## src/rtl/link_train_ctrl.sv

```systemverilog
module link_train_ctrl #(
  parameter int HOLD_CYCLES = 16,
  parameter int SYNC_STAGES = 2
) (
  input  logic clk,
  input  logic rst_n,
  input  logic conn_n_pin,
  input  logic lock_n_pin,
  input  logic conn_absent_strap,
  output logic pwr_down,
  output logic sel_payload,
  output logic link_up
);

  localparam int CW = (HOLD_CYCLES > 2) ? $clog2(HOLD_CYCLES) : 1;
  localparam logic [CW-1:0] CNT_LAST = CW'(HOLD_CYCLES - 1);

  typedef enum logic [1:0] {ST_PDN, ST_TRAIN, ST_NORMAL} st_t;

  logic [SYNC_STAGES-1:0] conn_sh, lock_sh;
  logic [1:0]             raw, flt;
  logic [CW-1:0]          cnt [2];
  st_t                    st, nxt;
  logic                   conn_f, lock_f;

  always_ff @(posedge clk) begin
    if (!rst_n) begin
      conn_sh <= '1;
      lock_sh <= '1;
    end else begin
      conn_sh <= {conn_sh[SYNC_STAGES-2:0], conn_n_pin};
      lock_sh <= {lock_sh[SYNC_STAGES-2:0], lock_n_pin};
    end
  end

  assign raw[0] = conn_absent_strap ? 1'b0 : conn_sh[SYNC_STAGES-1];
  assign raw[1] = lock_sh[SYNC_STAGES-1];

  always_ff @(posedge clk) begin
    if (!rst_n) begin
      flt <= 2'b11;
      for (int i = 0; i < 2; i++) cnt[i] <= '0;
    end else begin
      for (int i = 0; i < 2; i++) begin
        if (raw[i] == flt[i]) begin
          cnt[i] <= '0;
        end else if (cnt[i] == CNT_LAST) begin
          flt[i] <= raw[i];
          cnt[i] <= '0;
        end else begin
          cnt[i] <= cnt[i] + 1'b1;
        end
      end
    end
  end

  assign conn_f = flt[0];
  assign lock_f = flt[1];

  always_comb begin
    nxt = st;
    if (conn_f) nxt = ST_PDN;
    else begin
      case (st)
        ST_PDN:    nxt = ST_TRAIN;
        ST_TRAIN:  if (!lock_f) nxt = ST_NORMAL;
        ST_NORMAL: if (lock_f)  nxt = ST_TRAIN;
        default:   nxt = ST_PDN;
      endcase
    end
  end

  always_ff @(posedge clk) begin
    if (!rst_n) st <= ST_PDN;
    else        st <= nxt;
  end

  assign pwr_down    = (st == ST_PDN);
  assign sel_payload = (st == ST_NORMAL);
  assign link_up     = (st == ST_NORMAL);

  assert_reset_state_R1: assert property (@(posedge clk)
    !rst_n |=> pwr_down && !sel_payload && !link_up);

  assert_conn_high_pdn_R2: assert property (@(posedge clk) disable iff (!rst_n)
    conn_f |=> pwr_down && !sel_payload);

  assert_leave_pdn_R3: assert property (@(posedge clk) disable iff (!rst_n)
    (st == ST_PDN && !conn_f) |=> !pwr_down && !sel_payload && !link_up);

  assert_train_hold_R4: assert property (@(posedge clk) disable iff (!rst_n)
    (st == ST_TRAIN && !conn_f && lock_f) |=> !pwr_down && !sel_payload);

  assert_to_normal_R5: assert property (@(posedge clk) disable iff (!rst_n)
    (st == ST_TRAIN && !conn_f && !lock_f) |=> link_up && sel_payload);

  assert_lock_ignored_R6: assert property (@(posedge clk) disable iff (!rst_n)
    (st == ST_PDN && conn_f) |=> pwr_down);

  assert_conn_filter_R9: assert property (@(posedge clk) disable iff (!rst_n)
    (raw[0] == flt[0]) |=> $stable(flt[0]));

  assert_lock_filter_R9: assert property (@(posedge clk) disable iff (!rst_n)
    (raw[1] == flt[1]) |=> $stable(flt[1]));

  assert_lock_loss_R11: assert property (@(posedge clk) disable iff (!rst_n)
    (st == ST_NORMAL && !conn_f && lock_f) |=> !link_up && !sel_payload && !pwr_down);

  assert_payload_excl_R12: assert property (@(posedge clk) disable iff (!rst_n)
    !(sel_payload && pwr_down));

  assert_payload_cause_R12: assert property (@(posedge clk) disable iff (!rst_n)
    $rose(sel_payload) |-> $past(!lock_f && !conn_f));

endmodule

```

## config.mk

```make
export PLATFORM = sky130hd
export DESIGN_NAME = link_train_ctrl
export DESIGN_NICKNAME = d
export VERILOG_FILES = /design/src/rtl/link_train_ctrl.sv
export SDC_FILE = /design/constraint.sdc
export NUM_CORES = 1
export LEC_CHECK = 0
export BUFFER_PORTS_ARGS = -buffer_cell sky130_fd_sc_hd__buf_2
export CORE_MARGIN = 2
export CORE_UTILIZATION = 35
export CTS_CLUSTER_SIZE = 24
export DETAILED_ROUTE_END_ITERATION = 10
export GPL_ROUTABILITY_DRIVEN = 0
export MAX_ROUTING_LAYER = met4
export PLACE_DENSITY_LB_ADDON = 0.2
export SLEW_MARGIN = 20
export SYNTH_ARGS = -nofsm -noshare
export SYNTH_HDL_FRONTEND = slang
export SYNTH_SLANG_ARGS = --single-unit
export TNS_END_PERCENT = 5
```

## constraint.sdc

```tcl
create_clock -name clk -period 2.4 [get_ports clk]
set_input_delay 0.12 -clock clk [delete_from_list [all_inputs] [get_ports clk]]
set_output_delay 0.12 -clock clk [all_outputs]
set_load 0.005 [all_outputs]
```

==> metrics.txt <==
# TYPE chip_impl_metric gauge
chip_impl_info{name="hp-start",value="lock_n_pin"} 1
chip_impl_metric{name="total_leakage_power",unit="nW"} 0.358
chip_impl_metric{name="tritoncts.num_buffers",unit=""} 3
chip_impl_metric{name="max_clock_freq",unit="MHz"} 765
chip_impl_metric{name="initial_core_util",unit=""} 0.361
chip_impl_metric{name="placeableCoreArea",unit="µm²"} 1920
chip_impl_metric{name="critPathArrivalTime",unit="ns"} 1.42
chip_impl_metric{name="grt_max_degree",unit=""} 11
chip_impl_metric{name="hold_path_depth",unit=""} 2
chip_impl_info{name="holdPathEnd",value="lock_sh[0]"} 1
chip_impl_metric{name="die_width",unit="µm"} 48.5
chip_impl_metric{name="grt_util_all_layers",unit=""} 0.107
chip_impl_info{name="status",value="finished clean"} 1
chip_impl_metric{name="num_vias",unit=""} 413
chip_impl_metric{name="drt-wirelength-per-cell",unit="µm"} 9.59
chip_impl_metric{name="global_route_wire_length_before_repair",unit="µm"} 1850
chip_impl_metric{name="fin_skew",unit="ns"} 0.00865
chip_impl_metric{name="floorplan.die.height",unit="µm"} 48.5
chip_impl_metric{name="power_density_normalized_to_cell_area",unit="nW/µm²"} 597
chip_impl_metric{name="rrSetupSlack",unit="ns"} 1.09
chip_impl_metric{name="finalWirelength",unit="µm"} 988
chip_impl_metric{name="place_hpwl",unit="µm"} 682
chip_impl_metric{name="worst-path-max-fanout",unit=""} 4
chip_impl_metric{name="syn_to_final_growth",unit="%"} 17.1
chip_impl_metric{name="worst_skew_pair_latency",unit="ns"} 0.28
chip_impl_metric{name="cts_max_path_buffers",unit=""} 2
chip_impl_info{name="cp-end-kind",value="register"} 1
chip_impl_info{name="r2r-end",value="cnt[0][0]"} 1
chip_impl_metric{name="yosysWarnings",unit=""} 0
chip_impl_info{name="clock_tree_from_tritoncts",value="done"} 1
chip_impl_metric{name="seq_area_frac_synth",unit=""} 0.577
chip_impl_info{name="worstSetupPathType",value="register to register"} 1
chip_impl_info{name="cts-root-buf",value="sky130_fd_sc_hd__clkbuf_4"} 1
chip_impl_metric{name="final_global_route_overflow_total",unit=""} 0
chip_impl_metric{name="power.sequential.fraction",unit=""} 0.629
chip_impl_info{name="worst_r2r_startpoint",value="cnt[0][0]"} 1
chip_impl_metric{name="mappedNetlistArea",unit="µm²"} 694
chip_impl_metric{name="final-max-slew-violation-count",unit=""} 0
chip_impl_metric{name="design.die.area",unit="µm²"} 2360
chip_impl_metric{name="insertedDiodeCount",unit=""} 0
chip_impl_metric{name="ant_nets",unit=""} 0
chip_impl_metric{name="average_size_of_a_mapped_cell",unit="µm²"} 11.8
chip_impl_metric{name="finalSetupViolations",unit=""} 0
chip_impl_metric{name="routed_via_density",unit=""} 4.01
chip_impl_metric{name="switching_fraction_of_total_power",unit=""} 0.219
chip_impl_metric{name="cap_viol_max_count",unit=""} 0
chip_impl_metric{name="post_route_minimum_period",unit="ns"} 1.31
chip_impl_metric{name="hold_viol_final",unit=""} 0
chip_impl_info{name="synthFlopType",value="sky130_fd_sc_hd__edfxtp_1"} 1
chip_impl_metric{name="power_frac_clock",unit=""} 0.304
chip_impl_metric{name="synth_top_cell_area_share",unit=""} 0.346
chip_impl_metric{name="core.rowCount",unit=""} 16
chip_impl_metric{name="first_pass_iters",unit=""} 2
chip_impl_metric{name="timing.final.crit_share",unit=""} 0.545
chip_impl_info{name="worstHoldPathType",value="input pin to register"} 1
chip_impl_metric{name="drc_errors",unit=""} 0
chip_impl_metric{name="ctsResizeCount",unit=""} 0
chip_impl_metric{name="clkSinkCount",unit=""} 16
chip_impl_metric{name="place_worst_setup_slack",unit="ns"} 1.18
chip_impl_metric{name="netSwitchingPower",unit="µW"} 106
chip_impl_metric{name="final-instance-count-excl-fill",unit=""} 103
chip_impl_metric{name="clk_pin_slew_worst_paths",unit="ns"} 0.10
chip_impl_info{name="yosys-top-cells-count",value="8 x sky130_fd_sc_hd__dfxtp_1, 8 x sky130_fd_sc_hd__edfxtp_1, 5 x sky130_fd_sc_hd__nand2b_1, 5 x sky130_fd_sc_hd__nand3_1, 5 x sky130_fd_sc_hd__nor2_1"} 1
chip_impl_metric{name="synth_enable_flop_cells",unit=""} 8
chip_impl_metric{name="layout-drive-gt1-share",unit=""} 0.184
chip_impl_metric{name="syn_inst",unit=""} 59
chip_impl_metric{name="number_of_unique_standard_cell_types_used_by_synthesis",unit=""} 21
chip_impl_metric{name="floorplan.io_pins",unit=""} 8
chip_impl_metric{name="synth_seq_cells",unit=""} 16
chip_impl_metric{name="design.final.nets",unit=""} 84
chip_impl_metric{name="number_of_global_route_vias_before_repair",unit=""} 434
chip_impl_metric{name="cts.repair_timing.setup_buffer_count",unit=""} 0
chip_impl_info{name="yosys_top_cell_by_area",value="sky130_fd_sc_hd__edfxtp_1"} 1
chip_impl_metric{name="power.share.combinational",unit=""} 0.067
chip_impl_metric{name="post-route-worst-setup-slack",unit="ns"} 1.09
chip_impl_metric{name="synthArstFlopShare",unit=""} 0
chip_impl_metric{name="total_power",unit="µW"} 485
chip_impl_metric{name="whs",unit="ns"} 0.0157
chip_impl_metric{name="antenna_violations_before_repair",unit=""} 0
chip_impl_metric{name="reg2reg_depth",unit=""} 4
chip_impl_metric{name="stdcell_area",unit="µm²"} 813
chip_impl_metric{name="dp_cells",unit=""} 98
chip_impl_metric{name="htree_num_levels",unit=""} 1
chip_impl_metric{name="numPortBuffers",unit=""} 7
chip_impl_metric{name="initialDrtViolationCount",unit=""} 2
chip_impl_metric{name="ir_worst_vdd",unit="mV"} 0.327
chip_impl_info{name="cp-start-kind",value="register"} 1
chip_impl_metric{name="fin_tns_setup",unit="ns"} 0
chip_impl_metric{name="dpl-instance-area",unit="µm²"} 777
chip_impl_metric{name="internal-power",unit="µW"} 379
chip_impl_metric{name="finish.utilization",unit=""} 0.423
chip_impl_metric{name="cp_data_required_time",unit="ns"} 2.51
chip_impl_info{name="grt_setup_unrepaired",value="false"} 1
chip_impl_metric{name="final.fill_count",unit=""} 203
chip_impl_info{name="synth.top_cells.by_area",value="sky130_fd_sc_hd__edfxtp_1 35%, sky130_fd_sc_hd__dfxtp_1 23%, sky130_fd_sc_hd__xor2_1 5.0%"} 1
[worst max-delay path, cell delays in order (launching register included)]
cell                       delay [ns]
sky130_fd_sc_hd__edfxtp_1        0.43
sky130_fd_sc_hd__ha_1            0.25
sky130_fd_sc_hd__nand3_1         0.10
sky130_fd_sc_hd__nand2_1         0.13
sky130_fd_sc_hd__nor3_1          0.22
[flip-flops by register name (all words and copies together), names as in the netlist]
signal,count
conn_sh,2
cnt,8
st,2
flt,2
lock_sh,2
[kinds of logic after synthesis]
family,synth area share
buffers and inverters,0.0288
XOR/XNOR,0.0991
adder cells (fa/ha/maj),0.0522
multiplexers,0.0288
flip-flops,0.577
other,0.00540
AND/OR/NAND/NOR,0.209
[layer usage]
layer | wire length [µm] | up-vias | global-route usage
li1 | - | 225 | -
met1 | 527 | 181 | 0.131
met2 | 420 | 5 | 0.164
met3 | 26 | 2 | 0.0185
met4 | 13 | 0 | 0.0714
met5 | 0 | - | -
[cell usage in the layout, fill, tap and decap left out]
cell	synthesis	final
sky130_fd_sc_hd__edfxtp_1	8	8
sky130_fd_sc_hd__conb_1	1	8
sky130_fd_sc_hd__dfxtp_1	8	8
sky130_fd_sc_hd__buf_2	0	7
sky130_fd_sc_hd__nor2_1	5	5
sky130_fd_sc_hd__nand3_1	5	5
sky130_fd_sc_hd__nand2b_1	5	5
sky130_fd_sc_hd__xor2_1	4	4
sky130_fd_sc_hd__nor3_1	4	4
sky130_fd_sc_hd__nand2_1	3	3
sky130_fd_sc_hd__clkbuf_4	0	3
sky130_fd_sc_hd__mux2i_1	2	2
sky130_fd_sc_hd__xnor2_1	2	2
sky130_fd_sc_hd__inv_1	2	2
sky130_fd_sc_hd__ha_1	2	2
sky130_fd_sc_hd__nor2b_1	1	1
sky130_fd_sc_hd__nor2b_4	1	1
sky130_fd_sc_hd__xnor2_2	1	1
sky130_fd_sc_hd__maj3_2	1	1
sky130_fd_sc_hd__nor3b_2	1	1
sky130_fd_sc_hd__and3_1	1	1
sky130_fd_sc_hd__clkbuf_1	0	1
sky130_fd_sc_hd__dlygate4sd3_1	0	1
[area by class of cell]
| type | count | area [µm²] | area share |
|---|---|---|---|
| sequential | 16 | 400 | 0.492 |
| multi-input combinational | 46 | 300 | 0.369 |
| timing repair buffer | 8 | 45.0 | 0.0554 |
| tap | 27 | 33.8 | 0.0415 |
| clock buffer | 4 | 26.3 | 0.0323 |
| inverter | 2 | 7.51 | 0.00923 |
[power groups by stage]
stage                     Combinational (mW)  Clock, mW  Sequential (mW)
after floorplan                       0.0244          0            0.310
after global placement                0.0304          0            0.311
after detailed placement              0.0309          0            0.312
after CTS                             0.0324      0.156            0.306
after global routing                  0.0371      0.164            0.307
final                                 0.0323      0.148            0.305
[worst max path at each step]
stage	from	endpoint	cells after the start
3_5_place_dp	cnt[1][0]	cnt[1][2]	3
3_3_place_gp	cnt[1][0]	cnt[1][2]	3
4_1_cts	cnt[0][0]	cnt[0][0]	4
5_1_grt	cnt[0][0]	cnt[0][0]	4
6_report	cnt[0][0]	cnt[0][0]	4
2_1_floorplan	cnt[1][0]	cnt[1][2]	3
[repair_timing]
item | 4_1_cts | 5_1_grt
endpoints found under the setup margin | 0 | 0
hold buffers | 1 | 0
endpoints found under the hold margin | 1 | 0
Power figures use the tool's default switching activity.
